## src/rtl/wdt_key_pkg.sv

```systemverilog
// Shared constants, register layout and helpers for the keyed watchdog.
// Assumes a 32-bit data bus with byte offsets for the four registers.
package wdt_key_pkg;

    localparam int DATA_W = 32;

    // Key values that unlock writes to the configuration registers
    localparam logic [11:0] MODE_KEY    = 12'hABC;
    localparam logic [11:0] CTRL_KEY    = 12'h248;
    localparam logic [31:0] RESTART_KEY = 32'h0000_1999;

    // Byte offsets of the registers
    localparam logic [3:0] OFF_MODE    = 4'h0;
    localparam logic [3:0] OFF_CTRL    = 4'h4;
    localparam logic [3:0] OFF_RESTART = 4'h8;
    localparam logic [3:0] OFF_STATUS  = 4'hC;

    // Stored mode fields
    typedef struct packed {
        logic [2:0] pulse_len;
        logic       irq_en;
        logic       rst_en;
        logic       run;
    } mode_cfg_t;

    // log2 of the prescaler divisor for each select code
    function automatic int unsigned div_shift(input logic [1:0] sel);
        case (sel)
            2'd0:    return 3;
            2'd1:    return 6;
            2'd2:    return 9;
            default: return 12;
        endcase
    endfunction

endpackage

```

## src/rtl/wdt_cfg_regs.sv

```systemverilog
// Register file of the keyed watchdog.
// Holds the mode and control fields, checks the write keys, decodes the
// restart value and builds read data. Assumes single-cycle accesses.
module wdt_cfg_regs
    import wdt_key_pkg::*;
#(
    parameter int ADDR_W   = 4,
    parameter int RELOAD_W = 12
) (
    input  logic                clk,
    input  logic                rst_n,
    input  logic                bus_valid,
    input  logic                bus_write,
    input  logic [ADDR_W-1:0]   bus_addr,
    input  logic [DATA_W-1:0]   bus_wdata,
    input  logic                expired,
    output mode_cfg_t           mode_q,
    output logic [RELOAD_W-1:0] reload_q,
    output logic [1:0]          sel_q,
    output logic                restart_hit,
    output logic                start_evt,
    output logic [DATA_W-1:0]   rdata
);

    localparam int RELOAD_LSB = 2;
    localparam int CKEY_LSB   = RELOAD_LSB + RELOAD_W;
    localparam int MKEY_LSB   = 12;

    logic wr_req, rd_req;
    logic mode_wr, ctrl_wr;
    mode_cfg_t mode_new;

    // Decode the access type and check the write keys
    always_comb begin
        wr_req   = bus_valid && bus_write;
        rd_req   = bus_valid && !bus_write;
        mode_wr  = wr_req && (bus_addr == ADDR_W'(OFF_MODE))
                   && (bus_wdata[MKEY_LSB +: 12] == MODE_KEY);
        ctrl_wr  = wr_req && (bus_addr == ADDR_W'(OFF_CTRL))
                   && (bus_wdata[CKEY_LSB +: 12] == CTRL_KEY);
        restart_hit = wr_req && (bus_addr == ADDR_W'(OFF_RESTART))
                   && (bus_wdata == RESTART_KEY);
        mode_new = '{pulse_len: bus_wdata[6:4], irq_en: bus_wdata[2],
                     rst_en: bus_wdata[1], run: bus_wdata[0]};
        start_evt = mode_wr && mode_new.run && !mode_q.run;
    end

    // Store the mode fields on a keyed write
    always_ff @(posedge clk) begin
        if (!rst_n) begin
            mode_q <= '0;
        end else if (mode_wr) begin
            mode_q <= mode_new;
        end
    end

    // Store the control fields on a keyed write
    always_ff @(posedge clk) begin
        if (!rst_n) begin
            reload_q <= '0;
            sel_q    <= '0;
        end else if (ctrl_wr) begin
            reload_q <= bus_wdata[RELOAD_LSB +: RELOAD_W];
            sel_q    <= bus_wdata[1:0];
        end
    end

    // Build read data; key fields and the restart register read as zero
    always_comb begin
        rdata = '0;
        if (rd_req) begin
            if (bus_addr == ADDR_W'(OFF_MODE)) begin
                rdata[6:4] = mode_q.pulse_len;
                rdata[2]   = mode_q.irq_en;
                rdata[1]   = mode_q.rst_en;
                rdata[0]   = mode_q.run;
            end else if (bus_addr == ADDR_W'(OFF_CTRL)) begin
                rdata[RELOAD_LSB +: RELOAD_W] = reload_q;
                rdata[1:0] = sel_q;
            end else if (bus_addr == ADDR_W'(OFF_STATUS)) begin
                rdata[0] = expired;
            end
        end
    end

endmodule

```

## src/rtl/wdt_prescaler.sv

```systemverilog
// Clock prescaler: produces a one-cycle tick every 2^div_shift(sel) clocks
// while running. A clear restarts the phase. Assumes PRE_W >= 12.
module wdt_prescaler
    import wdt_key_pkg::*;
#(
    parameter int PRE_W = 12
) (
    input  logic       clk,
    input  logic       rst_n,
    input  logic       run,
    input  logic       clear,
    input  logic [1:0] sel,
    output logic       tick
);

    logic [PRE_W-1:0] pre_cnt;
    logic [PRE_W-1:0] limit;

    // Terminal count for the selected divisor
    always_comb begin
        limit = PRE_W'((1 << div_shift(sel)) - 1);
        tick  = run && !clear && (pre_cnt == limit);
    end

    // Advance the phase counter; wrap on tick, hold at zero when stopped
    always_ff @(posedge clk) begin
        if (!rst_n || !run || clear || tick) begin
            pre_cnt <= '0;
        end else begin
            pre_cnt <= pre_cnt + 1'b1;
        end
    end

endmodule

```

## src/rtl/wdt_downcount.sv

```systemverilog
// Timeout counter: loads reload * 2^UNIT_W, counts down one per tick and
// sets a sticky expired flag one edge after reaching zero. Assumes load
// and tick are mutually exclusive (the prescaler masks tick on clear).
module wdt_downcount #(
    parameter int RELOAD_W = 12,
    parameter int UNIT_W   = 12
) (
    input  logic                clk,
    input  logic                rst_n,
    input  logic                run,
    input  logic                tick,
    input  logic                load,
    input  logic [RELOAD_W-1:0] reload,
    output logic                expired,
    output logic                expire_evt
);

    localparam int CNT_W = RELOAD_W + UNIT_W;

    logic [CNT_W-1:0] cnt;
    logic [CNT_W-1:0] load_val;

    // Load value and the edge on which the flag sets
    always_comb begin
        load_val   = {reload, {UNIT_W{1'b0}}};
        expire_evt = run && !load && !expired && (cnt == '0);
    end

    // Count down while running; reload and clear on load
    always_ff @(posedge clk) begin
        if (!rst_n) begin
            cnt     <= '0;
            expired <= 1'b0;
        end else if (load) begin
            cnt     <= load_val;
            expired <= 1'b0;
        end else begin
            if (run && tick && (cnt != '0)) begin
                cnt <= cnt - 1'b1;
            end
            if (expire_evt) begin
                expired <= 1'b1;
            end
        end
    end

endmodule

```

## src/rtl/wdt_pulse.sv

```systemverilog
// Reset pulse generator: on fire, drives its output for 2 << len clocks.
// Assumes fire is a single-cycle event; a new fire restarts the length.
module wdt_pulse #(
    parameter int LEN_W = 3
) (
    input  logic             clk,
    input  logic             rst_n,
    input  logic             fire,
    input  logic [LEN_W-1:0] len,
    output logic             pulse_o
);

    localparam int PW = (1 << LEN_W) + 1;

    logic [PW-1:0] remain;

    // Load the pulse length or count down the remaining cycles
    always_ff @(posedge clk) begin
        if (!rst_n) begin
            remain <= '0;
        end else if (fire) begin
            remain <= PW'(2) << len;
        end else if (remain != '0) begin
            remain <= remain - 1'b1;
        end
    end

    // The output is high while cycles remain
    always_comb pulse_o = (remain != '0);

endmodule

```

## src/rtl/keyed_wdt.sv

```systemverilog
// Top of the key-protected watchdog timer. Connects the register file,
// prescaler, down-counter and reset pulse generator. Assumes one bus clock
// domain and synchronous active-low reset.
module keyed_wdt
    import wdt_key_pkg::*;
#(
    parameter int ADDR_W   = 4,
    parameter int RELOAD_W = 12,
    parameter int UNIT_W   = 12,
    parameter int LEN_W    = 3
) (
    input  logic              clk,
    input  logic              rst_n,
    input  logic              bus_valid,
    input  logic              bus_write,
    input  logic [ADDR_W-1:0] bus_addr,
    input  logic [31:0]       bus_wdata,
    output logic [31:0]       bus_rdata,
    output logic              wd_rst_o,
    output logic              wd_irq_o
);

    localparam int PRE_W = 12;

    mode_cfg_t           mode_q;
    logic [RELOAD_W-1:0] reload_q;
    logic [1:0]          sel_q;
    logic                restart_hit, start_evt, reload_evt;
    logic                tick, expired, expire_evt;

    wdt_cfg_regs #(.ADDR_W(ADDR_W), .RELOAD_W(RELOAD_W)) u_regs (
        .clk(clk), .rst_n(rst_n), .bus_valid(bus_valid), .bus_write(bus_write),
        .bus_addr(bus_addr), .bus_wdata(bus_wdata), .expired(expired),
        .mode_q(mode_q), .reload_q(reload_q), .sel_q(sel_q),
        .restart_hit(restart_hit), .start_evt(start_evt), .rdata(bus_rdata)
    );

    // Any reload also restarts the prescaler phase
    always_comb reload_evt = restart_hit || start_evt;

    wdt_prescaler #(.PRE_W(PRE_W)) u_pre (
        .clk(clk), .rst_n(rst_n), .run(mode_q.run), .clear(reload_evt),
        .sel(sel_q), .tick(tick)
    );

    wdt_downcount #(.RELOAD_W(RELOAD_W), .UNIT_W(UNIT_W)) u_cnt (
        .clk(clk), .rst_n(rst_n), .run(mode_q.run), .tick(tick),
        .load(reload_evt), .reload(reload_q), .expired(expired),
        .expire_evt(expire_evt)
    );

    wdt_pulse #(.LEN_W(LEN_W)) u_pulse (
        .clk(clk), .rst_n(rst_n), .fire(expire_evt && mode_q.rst_en),
        .len(mode_q.pulse_len), .pulse_o(wd_rst_o)
    );

    // Interrupt level follows the flag while running with interrupts on
    always_comb wd_irq_o = expired && mode_q.irq_en && mode_q.run;

endmodule

```

## config.mk

```make
export PLATFORM = sky130hd
export DESIGN_NAME = keyed_wdt
export DESIGN_NICKNAME = d
export VERILOG_FILES = /design/src/rtl/wdt_key_pkg.sv /design/src/rtl/wdt_cfg_regs.sv /design/src/rtl/wdt_prescaler.sv /design/src/rtl/wdt_downcount.sv /design/src/rtl/wdt_pulse.sv /design/src/rtl/keyed_wdt.sv
export SDC_FILE = /design/constraint.sdc
export NUM_CORES = 1
export LEC_CHECK = 0
export BUFFER_PORTS_ARGS = -buffer_cell sky130_fd_sc_hd__buf_2
export CORE_MARGIN = 4
export CORE_UTILIZATION = 25
export DETAILED_ROUTE_END_ITERATION = 8
export SLEW_MARGIN = 5
export SYNTH_ARGS = -nofsm -noshare
export SYNTH_HDL_FRONTEND = slang
export SYNTH_HIERARCHICAL = 1
export SYNTH_SLANG_ARGS = --single-unit
```

## constraint.sdc

```tcl
create_clock -name clk -period 3.2 [get_ports clk]
set_clock_uncertainty 0.1 [all_clocks]
set_input_delay 0.16 -clock clk [delete_from_list [all_inputs] [get_ports clk]]
set_output_delay 0.16 -clock clk [all_outputs]
set_load 0.03 [all_outputs]
```

Word-level counts from Yosys, hierarchy flattened
Index checks and enable logic that the tools add are counted.
- logic and storage cells: 76
- register bits: 66
- bits of input ports: 40
- output and inout port bits: 34
- multiplexer cells: 13
- shift-type cells: 2
- equality and inequality tests: 9
- $add $sub $neg: 4
- bitwise operators: 1
- reductions and logical operators: 36
- operators with widths (kind ; number):
    24-bit two-way mux ; 2
    32-bit by 13-bit equality test with 1-bit output, second input constant ; 1
    24-bit zero test ; 1
    24-bit nonzero test ; 1
    24-bit by 1-bit subtractor with 24-bit output, second input constant ; 1
    1-bit logical AND ; 19
    9-bit two-way mux ; 2
    14-bit two-way mux ; 1
    13-bit two-way mux ; 1
    12-bit by 1-bit adder with 12-bit output, second input constant ; 1
    12-bit by 10-bit equality test with 1-bit output, second input constant ; 1
    12-bit equality test ; 1
    12-bit equality test, second input constant ; 1
    4-bit one-hot mux with 3 select lines ; 1
    1-bit by 4-bit << shifter with 12-bit output, first input constant ; 1
    12-bit by 2-bit subtractor with 12-bit output, second input constant ; 1
    9-bit nonzero test ; 1
    2-bit by 3-bit << shifter with 9-bit output, first input constant ; 1
    9-bit by 1-bit subtractor with 9-bit output, second input constant ; 1
    4-bit equality test, second input constant ; 2
    7-bit two-way mux ; 1
    3-bit two-way mux ; 2
    1-bit zero test ; 5
    4-bit by 3-bit equality test with 1-bit output, second input constant ; 1
    other kinds (9) ; 15

Depth between registers and ports, before layout
- word-level depth: 13
- depth in mapped cells: 13
- depth with buffers taken out: 12

By module
The synthesis kept the hierarchy.
- by module, submodules not included (module ; area an instance (um^2) ; instances ; sequential area each (um^2) ; cells an instance):
    wdt_downcount ; 1391.3 ; 1 ; 500.5 ; 165
    wdt_cfg_regs ; 1251.2 ; 1 ; 400.4 ; 164
    wdt_prescaler ; 641.9 ; 1 ; 240.2 ; 69
    wdt_pulse ; 545.5 ; 1 ; 180.2 ; 60
    keyed_wdt ; 18.8 ; 1 ; 0.0 ; 3

Worst setup path before layout
Ideal clock, no wire load.
- path type: input port to flip-flop
- start: input bus_wdata[22]
- end: register u_cnt.cnt[20]
- cell stages on the path: 11
- buffers on the path: 0
- data required time: 3.026 ns
- setup time: 0.074 ns
- path slack: 0.408 ns
- arrival time: 2.618 ns
- path through: and4bb_1 nand4_1 nor4bb_1 or2_1 nor2b_1 o2111ai_1 nor3_1 and3_1 nand3_1 or4_1 a31oi_1
- longest elaborated chain between the ends: 11
- elaborated cells between the ends (all ways): 14
- those cells by class: eq/ne: 2; mux: 1; reduce/logical: 11
- RTL lines (what ; line ; RTL):
    from (decl) ; keyed_wdt.sv:17 ; input logic [31:0] bus_wdata,
    12-bit equality test ; wdt_cfg_regs.sv:38 ; && (bus_wdata[MKEY_LSB +: 12] == MODE_KEY);
    1-bit logical AND ; wdt_cfg_regs.sv:38 ;
    1-bit logical AND (2 in a row) ; wdt_cfg_regs.sv:45 ; start_evt = mode_wr && mode_new.run && !mode_q.run;
    net start_evt ; keyed_wdt.sv:28 ; logic restart_hit, start_evt, reload_evt;
    1-bit logical OR ; keyed_wdt.sv:39 ; always_comb reload_evt = restart_hit || start_evt;
    net reload_evt ; keyed_wdt.sv:28 ;
    1-bit zero test ; wdt_prescaler.sv:22 ; tick = run && !clear && (pre_cnt == limit);
    1-bit logical AND (2 in a row) ; wdt_prescaler.sv:22 ;
    net tick ; keyed_wdt.sv:29 ; logic tick, expired, expire_evt;
    1-bit logical AND (2 in a row) ; wdt_downcount.sv:38 ; if (run && tick && (cnt != '0)) begin
    2-bit nonzero test (no source line) ; -- ;
    to (signal assigned) ; wdt_downcount.sv:35 ; cnt <= load_val;
    to (signal assigned) ; wdt_downcount.sv:39 ; cnt <= cnt - 1'b1;
    to (decl) ; wdt_downcount.sv:20 ; logic [CNT_W-1:0] cnt;
The timed path passes the listed nets, and every way through them passes these cells.
A chain may end at the register's enable or synchronous reset.

Worst setup path after layout
- start: input bus_wdata[4]
- end: register u_cnt.cnt[11]
- longest elaborated chain between the ends: 8
- elaborated cells between the ends (all ways): 9
- those cells by class: eq/ne: 1; reduce/logical: 8
- RTL lines (what ; line ; RTL):
    32-bit by 13-bit equality test with 1-bit output ; wdt_cfg_regs.sv:42 ; && (bus_wdata == RESTART_KEY);
    1-bit logical AND ; wdt_cfg_regs.sv:42 ;
    net restart_hit ; keyed_wdt.sv:28 ;
    1-bit logical OR ; keyed_wdt.sv:39 ;
    net reload_evt ; keyed_wdt.sv:28 ;
    1-bit zero test ; wdt_prescaler.sv:22 ;
    1-bit logical AND (2 in a row) ; wdt_prescaler.sv:22 ;
    net tick ; keyed_wdt.sv:29 ;
    1-bit logical AND (2 in a row) ; wdt_downcount.sv:38 ;
The timed path passes the listed nets, and every way through them passes these cells.

==> results.md <==
- Nets: 574
- Crit path DAT: about 3.1 ns
- CP endpoint kind: flip-flop
- RSZ-0062 raised after global routing: no
- Critical Path Source Type: input pin
- Slowest cell on crit path: dlygate4sd3_1
- Int Power: roughly 1.8 mW
- Final global-route overflow total: 0
- Routability cong.: roughly 0.8
- Clock Path Buffers: 2
- Max Slew Vio Count: 0
- DRT iter0 DRCs: between 200 and 250
- ANT cells: 0
- Maximum vdd drop: 273 µV
- Fmax: 334 MHz
- # rows: 45
- Area Growth Syn to Fin: 24.1%
- Clk pin slew, worst setup/hold paths: approximately 0.060 ns
- DRC violations left: 0
- Post-DP Area: 4310 µm²
- Final worst path period share: 0.935
- Fill cell count: 1563
- Least-Margin Pin Slew: about 0.74 ns
- Switch Pwr: just under 700 µW
- Wire per inst: around 14 µm
- Share of Yosys cell area claimed by the top area cell type: 0.343
- Register-to-Register Path Depth: 9
- Kind of cell adding the most delay to the critical path: simple AND/OR/NAND/NOR gates
- Slowest stage delay, CP: around 0.55 ns
- Mapped Cells: 461
- Post-route setup TNS: 0 ns
- CTS buffer count: 9
- Most frequent cells in the layout: 66 x dfxtp_1, 55 x buf_2, 42 x nor2_1, 32 x a21oi_1, 27 x xnor2_1
- I/O pin cnt: between 70 and 80
- Critical path type: in2reg
- CTS Sinks: 66
- Die Wd: around 130 µm
- P_leak: around 1.7 nW
- Syn Area/Cell: 8.35 µm²
- Vias: around 3500
- HP Start: bus_wdata[12]
- Top FF cell, synth: dfxtp_1
- Gr usage total: 0.117
- WP buf/inv: 2
- Hold Path Stages: 3
- Initial antenna violation count: 0
- Worst R2R Start: u_cnt/cnt[13]
- Synth Warn #: 6
- Starting density of the core: 0.254
- Period minus WS final: about 3 ns
- Synth area leader: dfxtp_1
- WP depth: 14
- Power per cell area: 528 nW/µm²
- Die area: approximately 17000 µm²
- Post-DP HPWL: 7550 µm
- Cell Chain, Critical Path: dlygate4sd3_1, buf_2, nor4bb_1, nand4_1, nor4_1, or2_1, nor2b_2, o2111ai_1, nor3_2, and4bb_2, nand3_2, a211oi_1, xnor2_1, nor2_1
- First-pass GRT wire length: between 15000 and 20000 µm
- FF-to-FF End: u_pulse/remain[6]
- Syn Std Cell Area: 3850 µm²
- PortBufs: between 50 and 60
- Share of cells above drive strength 1: 0.243
- Root buf cell: clkbuf_16
- Register-to-register setup slack: 0.26 ns
- Sequential share of the synthesized area: 0.343
- Pin count of the biggest net entering global routing: 22
- WL final: roughly 10000 µm
- WP data required: 3.30 ns
- Seq pwr share: 0.368
- Most common cell after layout, fill and taps aside: dfxtp_1
- # setup viols final: 0
- Crit path from: bus_wdata[4]
- Max-slew headroom: 0.503
- Antenna Nets Post-Route: 0
- CTS tree: done
- Die height: between 100 and 150 µm
- Clk pwr share: 0.440
- Post-synth cell types: between 60 and 70
- Net Sw Frac: 0.271
- H-tree depth: 3
- EDFF count, synth: 0
- Vias in the first global route: ~3400
- Core area: ~15000 µm²
- Async set or reset register ratio after synthesis: 0
- Final Instance Area: approximately 4800 µm²
- Logic pwr share: 0.193
- Worst-Skew Late Latency: roughly 0.33 ns
- Synthesis-stage register bit count: between 60 and 70
- Top cells by area, synth: dfxtp_1 34%, xnor2_1 6.1%, a21oi_1 4.3%
- Status: completed
- Hold Path End: u_regs/reload_q[10]
- Final Hold Viols: 0
- CP max FO: 7
- Post-CTS setup buffer count: 0
- Hold crit path type: in2reg
- Max cap viols: 0
- Pre-antenna DRT Iters: 4
- Vias per cell: 4.90
-- through the flow --
| step | utilization | power [mW] | instances | hold slack, ns | setup WS (ns) |
|---|---|---|---|---|---|
| finish | 0.315 | 2.52 | 722 | 0.0109 | 0.208 |
| global route | 0.315 | 2.65 | 722 | 0.0276 | 0.0116 |
| CTS | 0.312 | 2.54 | 722 | 0.00104 | 0.0195 |
| detailed placement | 0.285 | 1.42 | 699 | 0.334 | 0.119 |
| global placement | 0.285 | 1.41 | 699 | 0.336 | 0.200 |
| floorplan | - | 1.33 | 478 | 0.201 | 0.408 |
-- cells in the mapped netlist, types with 2 or more instances --
cell	n
nand2b_1	4
nor3_1	19
xnor2_1	27
dfxtp_1	66
nor4b_1	2
a31oi_1	3
nor2_2	12
nor2_1	42
nor2b_1	4
buf_4	19
nor4_1	15
or3b_2	2
and3_1	5
and4_1	4
and2_1	11
a211oi_1	5
nor4bb_1	3
nand4b_1	2
a22oi_1	5
o211ai_1	5
or4_4	2
or4_1	2
a21oi_1	33
nor4_4	3
inv_1	13
buf_2	6
o2111ai_1	2
ha_1	5
nand2_1	17
nand3_1	27
o21ai_0	21
o21ai_1	12
clkbuf_1	10
nand3b_1	3
or3_1	2
xor2_1	7
nand4_1	11
mux2_4	2
-- repair_timing --
item                                   4_1_cts  5_1_grt
gates resized for setup                      0       11
endpoints found under the hold margin        7        0
setup endpoints to repair                    0       16
hold buffers                                 7        0
-- cell families (layout without fill, tap and decap cells) --
| logic type | count (synthesis) | count (layout) | share of synthesized area |
|---|---|---|---|
| adders and majority gates | 5 | 5 | 0.0163 |
| AOI/OAI and AO/OA | 99 | 99 | 0.161 |
| xor gates and xnor gates | 34 | 34 | 0.0774 |
| buffers and inverters | 50 | 106 | 0.0712 |
| other | 1 | 18 | 0.000974 |
| DFF | 66 | 66 | 0.343 |
| muxes | 4 | 4 | 0.0133 |
| and+or+nand+nor | 202 | 202 | 0.317 |
-- cell type report --
cell class                 count  area [µm²]  share of cell area
sequential                    66        1320               0.277
inverter                      14        52.6              0.0110
tap                          188         235              0.0493
clock buffer                  12         267              0.0558
multi-input combinational    362        2380               0.498
timing repair buffer          76         450              0.0943
clock inverter                 4        72.6              0.0152
-- registers in the layout (all words and copies together) (netlist names) --
name             cells
u_regs/reload_q     12
u_cnt/expired        1
u_cnt/cnt           24
u_regs/mode_q        6
u_pulse/remain       9
u_pre/pre_cnt       12
u_regs/sel_q         2
-- worst max-delay path by stage --
stage | endpoint | slack, ns
2_1_floorplan | u_cnt/cnt[20] | 0.41
6_report | u_cnt/cnt[11] | 0.21
5_1_grt | u_cnt/cnt[16] | 0.01
3_3_place_gp | u_cnt/cnt[12] | 0.20
3_5_place_dp | u_cnt/cnt[15] | 0.12
4_1_cts | u_cnt/cnt[12] | 0.02
-- worst min-delay path, stage by stage --
cell,delay [ns]
buf_2,0.11
nand3_1,0.06
a21oi_1,0.06
-- power by group through the flow --
stage                     Sequential [mW]  Combinational, mW  Clock, mW
after CTS                           0.926              0.485       1.13
after global placement              0.943              0.471          0
final                               0.927              0.486       1.11
after global routing                0.932              0.540       1.17
after detailed placement            0.944              0.474          0
after floorplan                     0.933              0.398          0
-- metal layers --
metal  track usage  wire, µm
met1         0.153      4640
met4        0.0461       202
met3        0.0275       526
met5             0         0
met2         0.188      4760
No activity file was read; power rests on OpenSTA's default activity.
